$ cat config.mk
export PLATFORM = sky130hd
export DESIGN_NAME = scfg_loader
export DESIGN_NICKNAME = d
export VERILOG_FILES = /design/src/rtl/scfg_pkg.sv /design/src/rtl/scfg_sync.sv /design/src/rtl/scfg_ctrl.sv /design/src/rtl/scfg_datapath.sv /design/src/rtl/scfg_loader.sv
export SDC_FILE = /design/constraint.sdc
export NUM_CORES = 1
export LEC_CHECK = 0
export ABC_AREA = 1
export BUFFER_PORTS_ARGS = -buffer_cell sky130_fd_sc_hd__clkbuf_2
export CAP_MARGIN = 0
export CORE_ASPECT_RATIO = 1.75
export CORE_MARGIN = 2
export CORE_UTILIZATION = 56
export DETAILED_ROUTE_END_ITERATION = 8
export PLACE_DENSITY = 0.88
export SETUP_SLACK_MARGIN = 0.5
export SLEW_MARGIN = 20
export SYNTH_ARGS = -nofsm -noshare
export SYNTH_HDL_FRONTEND = slang
export SYNTH_HIERARCHICAL = 1
export SYNTH_SLANG_ARGS = --single-unit
$ cat constraint.sdc
create_clock -name clk -period 2.2 [get_ports clk]
set_input_delay 0.11 -clock clk [delete_from_list [all_inputs] [get_ports clk]]
set_output_delay 0.11 -clock clk [all_outputs]
set_load 0.05 [all_outputs]
$ cat src/rtl/scfg_pkg.sv
package scfg_pkg;
  // strobes from the control unit to the datapath
  typedef struct packed {
    logic shiftEn;   // push shiftBit into the shift register
    logic shiftBit;  // synchronized data level
    logic latchReq;  // load strobe rose this cycle
    logic countOk;   // exactly one word of bits seen since last load
  } scfgStrobe_t;
endpackage

$ cat src/rtl/scfg_sync.sv
module scfg_sync #(
  parameter int WIDTH  = 3,
  parameter int STAGES = 2
) (
  input  logic             clk,
  input  logic             rstN,
  input  logic [WIDTH-1:0] din,
  output logic [WIDTH-1:0] dout
);
  logic [WIDTH-1:0] stage [STAGES];

  always_ff @(posedge clk or negedge rstN) begin
    if (!rstN) stage[0] <= '0;
    else       stage[0] <= din;
  end

  for (genvar g = 1; g < STAGES; g++) begin : gStage
    always_ff @(posedge clk or negedge rstN) begin
      if (!rstN) stage[g] <= '0;
      else       stage[g] <= stage[g-1];
    end
  end

  assign dout = stage[STAGES-1];
endmodule

$ cat src/rtl/scfg_ctrl.sv
module scfg_ctrl
  import scfg_pkg::*;
#(
  parameter int FRAME_BITS  = 19,
  parameter int SYNC_STAGES = 2
) (
  input  logic        clk,
  input  logic        rstN,
  input  logic        serClk,
  input  logic        serData,
  input  logic        serLoad,
  output scfgStrobe_t strobe
);
  localparam int CNT_W = $clog2(FRAME_BITS + 2);
  localparam logic [CNT_W-1:0] CNT_SAT  = CNT_W'(FRAME_BITS + 1);
  localparam logic [CNT_W-1:0] CNT_WORD = CNT_W'(FRAME_BITS);

  logic [2:0] syncLvl;   // {load, data, clock}
  logic [2:0] prevLvl;
  logic [CNT_W-1:0] bitCnt;
  logic sclkRise, loadRise;

  scfg_sync #(.WIDTH(3), .STAGES(SYNC_STAGES)) u_sync (
    .clk (clk),
    .rstN(rstN),
    .din ({serLoad, serData, serClk}),
    .dout(syncLvl)
  );

  always_ff @(posedge clk or negedge rstN) begin
    if (!rstN) prevLvl <= '0;
    else       prevLvl <= syncLvl;
  end

  always_comb begin
    sclkRise = syncLvl[0] & ~prevLvl[0];
    loadRise = syncLvl[2] & ~prevLvl[2];
  end

  // saturating bit counter, restarted by each load strobe rise
  always_ff @(posedge clk or negedge rstN) begin
    if (!rstN)                                bitCnt <= '0;
    else if (loadRise)                        bitCnt <= '0;
    else if (strobe.shiftEn && bitCnt != CNT_SAT) bitCnt <= bitCnt + 1'b1;
  end

  always_comb begin
    strobe.shiftEn  = sclkRise & ~syncLvl[2];
    strobe.shiftBit = syncLvl[1];
    strobe.latchReq = loadRise;
    strobe.countOk  = (bitCnt == CNT_WORD);
  end
endmodule

$ cat src/rtl/scfg_datapath.sv
module scfg_datapath
  import scfg_pkg::*;
#(
  parameter int REF_W   = 14,
  parameter int SWAL_W  = 7,
  parameter int MAIN_W  = 11,
  parameter int REF_MIN = 3
) (
  input  logic              clk,
  input  logic              rstN,
  input  scfgStrobe_t       strobe,
  output logic [REF_W-1:0]  refDiv,
  output logic [3:0]        refFlags,   // {pump, monitor, polarity, prescaler}
  output logic [SWAL_W-1:0] swallowCnt,
  output logic [MAIN_W-1:0] mainCnt,
  output logic              cfgValid,
  output logic              frameErr
);
  localparam int FRAME_BITS = 1 + REF_W + 4;
  localparam int FLAG_LO    = REF_W + 1;
  localparam int MAIN_LO    = SWAL_W + 1;

  logic [FRAME_BITS-1:0] shiftReg;
  logic [REF_W-1:0]  refField;
  logic [3:0]        flagField;
  logic [SWAL_W-1:0] swalField;
  logic [MAIN_W-1:0] mainField;
  logic routeRef, refOk, refSeen, divSeen;

  always_ff @(posedge clk or negedge rstN) begin
    if (!rstN)               shiftReg <= '0;
    else if (strobe.shiftEn) shiftReg <= {shiftReg[FRAME_BITS-2:0], strobe.shiftBit};
  end

  always_comb begin
    routeRef  = shiftReg[0];
    refField  = shiftReg[REF_W:1];
    flagField = shiftReg[FLAG_LO+3:FLAG_LO];
    swalField = shiftReg[SWAL_W:1];
    mainField = shiftReg[MAIN_LO+MAIN_W-1:MAIN_LO];
    refOk     = refField >= REF_W'(REF_MIN);
  end

  always_ff @(posedge clk or negedge rstN) begin
    if (!rstN) begin
      refDiv     <= '0;
      refFlags   <= '0;
      swallowCnt <= '0;
      mainCnt    <= '0;
      refSeen    <= 1'b0;
      divSeen    <= 1'b0;
      frameErr   <= 1'b0;
    end else if (strobe.latchReq) begin
      if (!strobe.countOk) begin
        frameErr <= 1'b1;
      end else if (routeRef) begin
        if (refOk) begin
          refDiv   <= refField;
          refFlags <= flagField;
          refSeen  <= 1'b1;
          frameErr <= 1'b0;
        end else begin
          frameErr <= 1'b1;
        end
      end else begin
        swallowCnt <= swalField;
        mainCnt    <= mainField;
        divSeen    <= 1'b1;
        frameErr   <= 1'b0;
      end
    end
  end

  assign cfgValid = refSeen & divSeen;
endmodule

$ cat src/rtl/scfg_loader.sv
module scfg_loader
  import scfg_pkg::*;
#(
  parameter int REF_W       = 14,
  parameter int SWAL_W      = 7,
  parameter int MAIN_W      = 11,
  parameter int REF_MIN     = 3,
  parameter int SYNC_STAGES = 2
) (
  input  logic              clk,
  input  logic              rstN,
  input  logic              serClk,
  input  logic              serData,
  input  logic              serLoad,
  output logic [REF_W-1:0]  refDiv,
  output logic              prescSel,
  output logic              phasePol,
  output logic              monSel,
  output logic              pumpHi,
  output logic [SWAL_W-1:0] swallowCnt,
  output logic [MAIN_W-1:0] mainCnt,
  output logic              cfgValid,
  output logic              frameErr
);
  // both word formats must share one length: 1 + REF_W + 4 == 1 + SWAL_W + MAIN_W
  localparam int FRAME_BITS = 1 + REF_W + 4;

  scfgStrobe_t strobe;
  logic [3:0]  refFlags;

  scfg_ctrl #(.FRAME_BITS(FRAME_BITS), .SYNC_STAGES(SYNC_STAGES)) u_ctrl (
    .clk    (clk),
    .rstN   (rstN),
    .serClk (serClk),
    .serData(serData),
    .serLoad(serLoad),
    .strobe (strobe)
  );

  scfg_datapath #(.REF_W(REF_W), .SWAL_W(SWAL_W), .MAIN_W(MAIN_W), .REF_MIN(REF_MIN)) u_dp (
    .clk       (clk),
    .rstN      (rstN),
    .strobe    (strobe),
    .refDiv    (refDiv),
    .refFlags  (refFlags),
    .swallowCnt(swallowCnt),
    .mainCnt   (mainCnt),
    .cfgValid  (cfgValid),
    .frameErr  (frameErr)
  );

  assign {pumpHi, monSel, phasePol, prescSel} = refFlags;
endmodule

After elaboration in Yosys (flattened, before gate mapping)
Index checks and enable logic that the tools add are counted.
- add/sub/neg operators: 1
- $mul: 0
- div/mod/pow operators: 0
- $lt $le $gt $ge: 1
- eq/ne operators: 2
- shift operators: 0
- multiplexer cells: 5
- bitwise gates (word level): 8
- reduce and logical (&&, ||, !) cells: 4
- operators by type and width (kind ; count):
    14-bit by 2-bit >= comparator with 1-bit output (second input constant) ; 1
    5-bit 2-to-1 mux ; 2
    5-bit by 1-bit adder with 5-bit output (second input constant) ; 1
    5-bit == test (second input constant) ; 1
    5-bit inequality test (second input constant) ; 1
    1-bit AND ; 4
    1-bit inverter ; 4
    4-bit AND reduction ; 1
    1-bit 2-to-1 mux ; 3
    3-bit AND reduction ; 1
    2-bit nonzero test ; 1
    1-bit logical AND ; 1
- register bits: 72
- bits in latches: 0
- memory bits (writable): 0
- memory bits (read-only): 0
- bits of input ports: 5
- word-level logic and storage cells: 33
- memories kept: 0

Longest topological paths before layout
Gate-level depths: netlist (run 1).
- depth in word-level cells: 6
- depth in mapped cells: 11

Modules after synthesis
The synthesis (run 1) kept the hierarchy.
- modules (own cells, without submodules) (module ; times used ; cells each ; area an instance (µm²) ; sequential area each (µm²)):
    scfg_datapath ; 1 ; 243 ; 2263.4 ; 1451.4
    scfg_ctrl ; 1 ; 57 ; 440.4 ; 175.2
    scfg_sync ; 1 ; 9 ; 172.7 ; 150.1

Worst setup path before layout (run 1)
Ideal clock, no wire load.
- path type: register to register
- from: reg u_ctrl.bitCnt[0]
- to: reg u_dp.refDiv[10]
- library setup time: 119 ps
- data arrival time: 1471 ps
- required time: 2081 ps
- slack: 610 ps
- stages on the path, launching flop included: 10
- period minus slack after synthesis: 1590 ps
- cells stage by stage: dfrtp_1 > ha_1 > nand2_1 > nor3_1 > nand2_1 > nor2_4 > nand2_2 > buf_6 > nand2_1 > nand2_1
- RTL lines (what ; RTL line ; source):
    start, declared ; scfg_ctrl.sv:20 ; logic [CNT_W-1:0] bitCnt;
    start signal, assigned ; scfg_ctrl.sv:44 ; else if (strobe.shiftEn && bitCnt != CNT_SAT) bitCnt <= bitCnt + 1'b1;
    end signal, assigned ; scfg_datapath.sv:58 ; refDiv <= refField;
    end, declared ; scfg_datapath.sv:12 ; output logic [REF_W-1:0] refDiv,

==> results of run 1 <==
[cell usage after synthesis]
cell type	number
a21oi_1	1
nor2_2	2
nand3_1	27
a21oi_2	1
dfrtp_1	71
inv_1	27
o21ai_0	29
buf_6	4
buf_2	5
inv_2	5
nand2_4	2
nand2_1	98
o21ai_1	9
nor2_4	1
nand4_1	2
nor2_1	10
nor3_1	1
xnor2_1	1
buf_4	5
clkbuf_1	3
nand2_2	3
ha_1	2
[worst min-delay path by stage]
stage / startpoint / endpoint / slack [ns]
detailed placement: rstN / u_dp/shiftReg[12] / 0.15
global placement: rstN / u_dp/shiftReg[12] / 0.13
finish: rstN / u_dp/shiftReg[12] / 0.32
global route: u_ctrl/u_sync/stage[4] / u_ctrl/u_sync/dout[1] / 0.36
floorplan: rstN / u_ctrl/bitCnt[0] / -0.19
CTS: rstN / u_dp/shiftReg[12] / 0.31
[critical path, delay by kind of cell, from the launching register on]
family / cells / cell delay, ns
flip-flops: 1 / 0.43
AND/OR/NAND/NOR: 4 / 0.40
buffers and inverters: 2 / 0.29
adder cells (fa/ha/maj): 1 / 0.18
AO/OA/AOI/OAI: 1 / 0.18
[layer usage]
layer | up-vias | wire length, um | track usage, % | share of wire (%)
li1 | 1065 | - | - | -
met1 | 1033 | 2320 | 27.4 | 40
met2 | 65 | 3070 | 36.2 | 53
met3 | 10 | 282 | 4.46 | 4.9
met4 | 0 | 112 | 12.0 | 1.9
met5 | - | 0 | 0 | 0
[sequential cells by signal, summed over array words and instances (netlist names)]
| signal | count |
|---|---|
| u_ctrl/u_sync/dout | 3 |
| u_ctrl/u_sync/stage | 3 |
| u_dp/refDiv | 14 |
| u_dp/frameErr | 1 |
| u_ctrl/bitCnt | 5 |
| u_dp/refFlags | 4 |
| u_dp/mainCnt | 11 |
| u_dp/refSeen | 1 |
| u_ctrl/prevLvl | 2 |
| u_dp/shiftReg | 19 |
| u_dp/divSeen | 1 |
| u_dp/swallowCnt | 7 |
[power by group through the flow]
stage / clock (mW) / sequential [mW] / combinational (mW)
final: 1.14 / 1.41 / 0.296
after CTS: 1.17 / 1.41 / 0.276
after global placement: 0 / 1.43 / 0.255
after global routing: 1.23 / 1.42 / 0.338
after floorplan: 0 / 1.41 / 0.251
after detailed placement: 0 / 1.43 / 0.267
[per-stage QoR]
stage,instances,power [mW],hold WS (ns),area (um^2),utilization [%]
global placement,395,1.68,0.133,3090,62.0
finish,418,2.85,0.324,3410,68.6
detailed placement,395,1.70,0.146,3090,62.0
floorplan,309,1.66,-0.186,2880,-
global route,418,2.98,0.360,3410,68.6
CTS,415,2.85,0.313,3360,67.5
[cell families after synthesis]
logic type	after synthesis	share of synthesized area (%)
compound gates	40	7.09
xor+xnor	1	0.305
fa+ha+maj	2	0.870
buf+inv	49	8.31
flops	71	61.8
simple gates	146	21.7
[what timing repair did]
action	4_1_cts	5_1_grt
pin swaps	0	1
gates cloned	0	0
hold endpoints to repair	28	0
hold buffers	4	0
gates resized for setup	2	7
setup buffers	0	3
endpoints found under the setup margin	17	36
[cell type report]
type	instances	area share, %
Sequential cell	71	52.1
Clock buffer	13	4.66
Multi-Input combinational cell	189	26.0
Inverter	32	3.52
Timing Repair Buffer	56	9.90
Clock inverter	3	1.91
Tap cell	54	1.98
[cell usage in the layout, fill, tap and decap left out, types with 9 or more instances in the layout]
cell,n
clkbuf_2,41
dfrtp_1,71
nor2_1,10
inv_1,27
buf_4,9
o21ai_0,28
clkbuf_8,11
nand3_1,27
nand2_1,97
o21ai_1,10
==> run summary, run 1 <==
Clk_lat worst skew - 0.34 ns
Multi-input gate area - 886 um^2
VDD IR max - 883 uV
Comb pwr share - 10.4%
CTS clock-pin slew for the worst setup and hold paths - 0.07 ns
Global placement routability congestion - 0.784
Worst path required time - 2.45 ns
Fin nets - 366
Die Width - 58.2 um
Nature of the critical path endpoint - flop
Starting Density - 57.8%
Worst-margin pin slew - 0.613 ns
PwrDens - 836 nW/um^2
Synth unique cells - 22
Initial antenna violation count - 0
Root buf cell - clkbuf_8
H-Tree Depth - 3
Setup ws final - 0.613 ns
HP Class - in2async
Number of DRC markers in iteration 0 - 73
Grt ovf - 0
Critical Path Source - u_ctrl/bitCnt[0]
CP most frequent cell - nand2_1
Worst clock skew - 0.00449 ns
Synth area leaders - dfrtp_1, nand2_1, o21ai_0, nand3_1, inv_1
Slowest cell on the critical path - dfrtp_1
Switching share of total power - 24.8%
CTS max path bufs - 2
Data arrival, critical path - 1.83 ns
Outcome - finished, final reports clean
First-pass GRT wire length - 9460 um
DR vias/cell - 5.20
Final critical-path required period - 1.59 ns
GRT Overall Usage - 22.2%
Max Slew Vio Count - 0
Setup TNS - 0 ns
Area grow syn2layout - 18.6%
Total CTS buffers - 9
Post-Syn Nets - 316
Slew margin rel. - 59.1%
Critical Path Fanout Max - 34
Number of global-route vias before repair - 2112
R2r startpoint - u_ctrl/bitCnt[0]
Sequential Power Share - 49.5%
Final Cycle Share - 72.1%
Largest net degree at the start of global routing - 35
Pre-Repair DR Iteration Count - 5
Row Count - 34
DIE AREA - 5750 um^2
Int Pwr - 2.15 mW
Die height - 98.8 um
I/O pin cnt - 43
Post-place setup slack - 0.469 ns
Post-Syn Instances - 309
Worst Setup EP - u_dp/mainCnt[2]
Achievable Freq - 630 MHz
RR Endpoint - u_dp/mainCnt[2]
Synth Warn # - 6
Setup Crit Path Kind - reg2reg
Synth top area share - 61.8%
Top cell type by total area after synthesis - dfrtp_1
Vias after detailed routing - 2173
Worst-path cell chain - ha_4 -> nand2_1 -> nor3_2 -> nand2_1 -> inv_2 -> nand2_2 -> buf_12 -> o21ai_0
CTS sink cnt - 71
Final Hold Vio Count - 0
CP max stage delay - 0.43 ns
Post-DRT Antenna Nets - 0
Clock share of power - 40.1%
Post-route DRC - 0
Syn Area/Cell - 9.31 um^2
NetSw - 706 uW
R2R Setup Slk - 0.61 ns
MaxCap Viol Count - 0
Antenna Cells - 0
Leakage - 1.81 nW
Post-Syn Area - 2880 um^2
Reg area - 1780 um^2
TritonCTS clock tree - built
Final WL - 5780 um
Post-DR wirelength/cell - 13.8 um
RSZ-0062 raised after global routing - no
Final Setup Violations - 0
CP startpoint kind - flop
Port bufs - 42
Register bit total from synthesis - 71
Reg2Reg Depth - 8
Fill cells - 364
HPWL after DPL - 4010 um
Post-synthesis sequential area ratio - 61.8%
Layout cells sized above 1 - 22.8%
Core ar. - 4980 um^2
Power figures use the tool's default switching activity.
==> run 2, diff against run 1 <==
Clock period 2.2 ns to 1.55 ns, I/O delays scaled along.
==> run summary, run 2 (synthesis gave the netlist of run 1 again) <==
Outcome - finished, violations left
Violations in the final reports - setup timing
Slew margin rel. - 77.9%
Fin util - 87.1%
Final Setup Violations - 35
HPWL after DPL - 3840 um
Vias after detailed routing - 2792
Post-DR wirelength/cell - 22.4 um
MaxCap Viol Count - 0
Row Count - 34
Final critical-path required period - 1.70 ns
Nature of the critical path endpoint - flop
R2R Setup Slk - -0.15 ns
I/O pin cnt - 43
Final WL - 10100 um
Die Width - 58.2 um
H-Tree Depth - 3
TritonCTS clock tree - built
CTS max path bufs - 2
Worst path required time - 1.78 ns
Initial antenna violation count - 0
Commonest cells after routing, fill and taps aside - nand2_1, dfrtp_1, buf_4, inv_1, o21ai_1
First-pass GRT wire length - 12700 um
Antenna Cells - 0
CP delay by family, top - simple AND/OR/NAND/NOR gates
Worst-margin pin slew - 0.331 ns
CP max stage delay - 0.48 ns
CP most frequent cell - nand2_1
Slowest cell on the critical path - dfrtp_1
Post-route DRC - 0
CP startpoint kind - flop
CTS sink cnt - 71
Biggest regs - u_dp/shiftReg: 19 flops, u_dp/refDiv: 14 flops, u_dp/mainCnt: 11 flops
Achievable Freq - 587 MHz
Final Cycle Share - 110%
Max Slew Vio Count - 0
DIE AREA - 5750 um^2
Max reg flops - 19
Worst clock skew - 0.0153 ns
Global placement routability congestion - 0.821
Port bufs - 42
CTS clock-pin slew for the worst setup and hold paths - 0.08 ns
Number of global-route vias before repair - 2605
Layout cells sized above 1 - 43.3%
Core ar. - 4980 um^2
Setup ws final - -0.153 ns
Largest reg by FF count - u_dp/shiftReg
PwrDens - 1070 nW/um^2
RSZ-0062 raised after global routing - yes
DR vias/cell - 6.22
GRT Overall Usage - 30.1%
Critical Path Fanout Max - 18
Starting Density - 57.8%
Leakage - 2.28 nW
Grt ovf - 0
Total CTS buffers - 9
Post-place setup slack - 0.0776 ns
Clk_lat worst skew - 0.36 ns
Most common cell after layout, fill and taps aside - nand2_1
Final Hold Vio Count - 0
HP Class - in2async
Pre-Repair DR Iteration Count - 5
Data arrival, critical path - 1.93 ns
Area grow syn2layout - 50.8%
Multi-input gate area - 1170 um^2
Die height - 98.8 um
Final Cell Area - 4340 um^2
Reg area - 1780 um^2
Largest net degree at the start of global routing - 64
Fill cells - 207
Post-Place Cell Area - 3170 um^2
Bufs and invs on worst path - 1
Worst-path cell chain - nor2_1 -> nand2_1 -> nor2_2 -> nand2_4 -> buf_6 -> nand3_2 -> nand2_1
Number of DRC markers in iteration 0 - 363
Root buf cell - clkbuf_8
Fin nets - 397
VDD IR max - 1230 uV
Post-DRT Antenna Nets - 0
Setup Crit Path Kind - reg2reg
-- run 2: metal layers --
layer	vias up	global-route usage (%)	share of wire (%)
li1	1138	-	-
met1	1357	33.3	34
met4	0	18.4	6.5
met5	-	0	0
met3	73	7.09	7.8
met2	224	50.9	51
-- run 2: worst paths after layout --
path,startpoint,endpoint,depth (start not counted)
setup / recovery,u_dp/shiftReg[3],u_dp/refDiv[3],7
hold / removal,rstN,u_dp/refDiv[2],2
setup reg to reg,u_dp/shiftReg[3],u_dp/refDiv[3],7
hold reg to reg,u_ctrl/u_sync/stage[3],u_ctrl/u_sync/dout[0],0
max in group asynchronous,rstN,u_dp/shiftReg[14],3
min in group clk,u_ctrl/u_sync/stage[3],u_ctrl/u_sync/dout[0],0
-- run 2: stage by stage --
step	hold WS [ns]	TNS, ns	instances	total power, mW
final	0.124	-3.07	449	4.65
after global routing	0.141	-3.87	449	4.77
after CTS	0.113	0	442	4.44
after detailed placement	-0.0543	0	398	2.46
after global placement	-0.0615	0	398	2.43
after floorplan	-0.218	-0.186	309	2.39
-- run 2: layout make-up --
cell class	count	area share, %
tap	54	1.56
clock buffer	13	3.43
timing repair buffer	85	21.9
multi-input combinational	191	27.1
inverter	32	3.00
sequential	71	41.0
clock inverter	3	2.08
-- run 2: power breakdown --
part | internal (mW) | switching (mW)
Sequential | 1.92 | 0.115
Clock | 1.12 | 0.695
Combinational | 0.279 | 0.523
-- run 2: what timing repair did --
action,CTS,global route
endpoints found under the hold margin,74,0
gates cloned,9,4
pin swaps,16,14
endpoints found under the setup margin,100,94
gates resized for setup,95,77
hold buffers,4,0
setup buffers,15,3
==> run 3, diff against run 2 <==
Settings changed: CORE_ASPECT_RATIO 1.75 to not set.
==> run summary, run 3 (synthesis gave the netlist of run 1 again) <==
Outcome - finished, violations left
Violations in the final reports - setup timing
Setup ws final - -0.0576 ns
Final Hold Vio Count - 0
MaxCap Viol Count - 0
VDD IR max - 640 uV
Slowest cell on the critical path - dfrtp_1
Number of DRC markers in iteration 0 - 442
CP most frequent cell - nand2_1
Worst-margin pin slew - 0.382 ns
R2r startpoint - u_dp/shiftReg[13]
Multi-input gate area - 1190 um^2
Core ar. - 5040 um^2
TritonCTS clock tree - built
RSZ-0062 raised after global routing - yes
CP max stage delay - 0.47 ns
Global placement routability congestion - 0.848
DIE AREA - 5730 um^2
Worst path required time - 1.78 ns
CTS sink cnt - 71
Root buf cell - clkbuf_8
Clk_lat worst skew - 0.36 ns
Critical Path Fanout Max - 9
Pre-Repair DR Iteration Count - 6
HP Class - in2async
Leakage - 2.22 nW
H-Tree Depth - 3
Fin nets - 398
Setup Crit Path Kind - reg2reg
Starting Density - 57.0%
Hold Slack - 0.267 ns
Number of global-route vias before repair - 2378
Total power draw - 4.21 mW
CTS clock-pin slew for the worst setup and hold paths - 0.08 ns
Most common cell after layout, fill and taps aside - dfrtp_1
CP delay by family, top - simple AND/OR/NAND/NOR gates
Layout cells sized above 1 - 45.1%
Reg2Reg Depth - 7
Final critical-path required period - 1.61 ns
I/O pin cnt - 43
Fill cells - 205
Largest net degree at the start of global routing - 72
Row Count - 26
Post-DR wirelength/cell - 22.7 um
Die Width - 75.7 um
DR vias/cell - 6.14
RR Endpoint - u_dp/refFlags[0]
HPWL after DPL - 3740 um
PwrDens - 982 nW/um^2
Critical Path Source - u_dp/shiftReg[13]
First-pass GRT wire length - 11000 um
Nature of the critical path endpoint - flop
Achievable Freq - 622 MHz
GRT Overall Usage - 26.2%
CTS max path bufs - 2
Bufs and invs on worst path - 1
Grt ovf - 0
Port bufs - 42
Worst-path cell chain - nor2_1 -> nand2_1 -> nor2_2 -> nand2_4 -> buf_4 -> nand3_2 -> nand2_1
Max Slew Vio Count - 0
Data arrival, critical path - 1.84 ns
Finished Layout Cells - 465
Reg area - 1780 um^2
Post-DRT Antenna Nets - 0
DP Cell Count - 415
Total CTS buffers - 9
Max reg flops - 19
CP startpoint kind - flop
Final Cycle Share - 104%
Vias after detailed routing - 2856
Initial antenna violation count - 0
Final Setup Violations - 13
R2R Setup Slk - -0.06 ns
Largest reg by FF count - u_dp/shiftReg
Worst clock skew - 0.0168 ns
Slew margin rel. - 74.5%
Post-route DRC - 0
Area grow syn2layout - 49.1%
Biggest regs - u_dp/shiftReg: 19 flops, u_dp/refDiv: 14 flops, u_dp/mainCnt: 11 flops
Final WL - 10500 um
Worst Setup EP - u_dp/refFlags[0]
Commonest cells after routing, fill and taps aside - dfrtp_1, nand2_1, buf_4, o21ai_1, inv_1
Die height - 75.7 um
Antenna Cells - 0
Stages on worst setup path - 7
==> run 3: changes by cell type in the layout (fill, tap and decap cells not counted), moves of 3 or more <==
cell	delta
clkbuf_4	+11
nand2_1	-10
nand2_2	+8
buf_4	-6
buf_16	-4
clkbuf_16	+4
o21ai_1	+4
bufinv_16	-3
clkbuf_1	-3
nand2_8	+3
o21ai_2	-3
==> run 3: worst min-delay path: stages <==
cell and delay [ns]:
dlygate4sd3_1 0.53, buf_2 0.13, buf_12 0.30
==> run 3: how the worst min path moves through the flow <==
stage	from	endpoint	slack, ns	cells after the start
after floorplan	rstN	u_ctrl/bitCnt[0]	-0.22	0
after global placement	rstN	u_dp/refSeen	0.12	2
after detailed placement	rstN	u_dp/refSeen	0.13	2
after CTS	rstN	u_dp/refSeen	0.31	3
after global routing	rstN	u_dp/divSeen	0.34	3
final	rstN	u_dp/refDiv[1]	0.27	3
==> run 3: final cells by class <==
type | instances | area share (%)
inverters | 32 | 3.03
clock buffers | 12 | 3.85
well taps | 70 | 2.04
repair buffers | 87 | 21.5
clock inverters | 3 | 0.408
multi-input cells | 190 | 27.7
flip-flops and latches | 71 | 41.5
==> run 3: report_power, final <==
part	switching (mW)	internal, mW
clock	0.713	0.698
sequential	0.114	1.92
combinational	0.513	0.249
total	1.34	2.87
==> run 3: routing by layer <==
metal | track usage [%] | share of wire [%] | vias up | routed length, um
li1 | - | - | 1129 | -
met1 | 32.4 | 35 | 1387 | 3670
met2 | 43.7 | 49 | 255 | 5190
met3 | 6.08 | 9.0 | 85 | 945
met4 | 12.9 | 6.9 | 0 | 729
met5 | 0 | 0 | - | 0
==> run 3: through the flow <==
stage	utilization (%)	TNS (ns)	area, um^2	worst slack, ns
after floorplan	-	-0.186	2950	-0.0206
after global placement	63.2	0	3190	0.0925
after detailed placement	63.2	0	3190	0.0168
after CTS	75.2	0	3790	0.0888
after global routing	85.1	-2.90	4290	-0.146
final	85.1	-0.353	4290	-0.0576
==> run 3: timing repair <==
| item | CTS | global route |
|---|---|---|
| resized for setup | 62 | 104 |
| pin swaps | 3 | 9 |
| endpoints found under the setup margin | 93 | 85 |
| endpoints found under the hold margin | 74 | 0 |
| hold buffers | 4 | 0 |
| setup buffers | 13 | 6 |
| cloned | 4 | 8 |
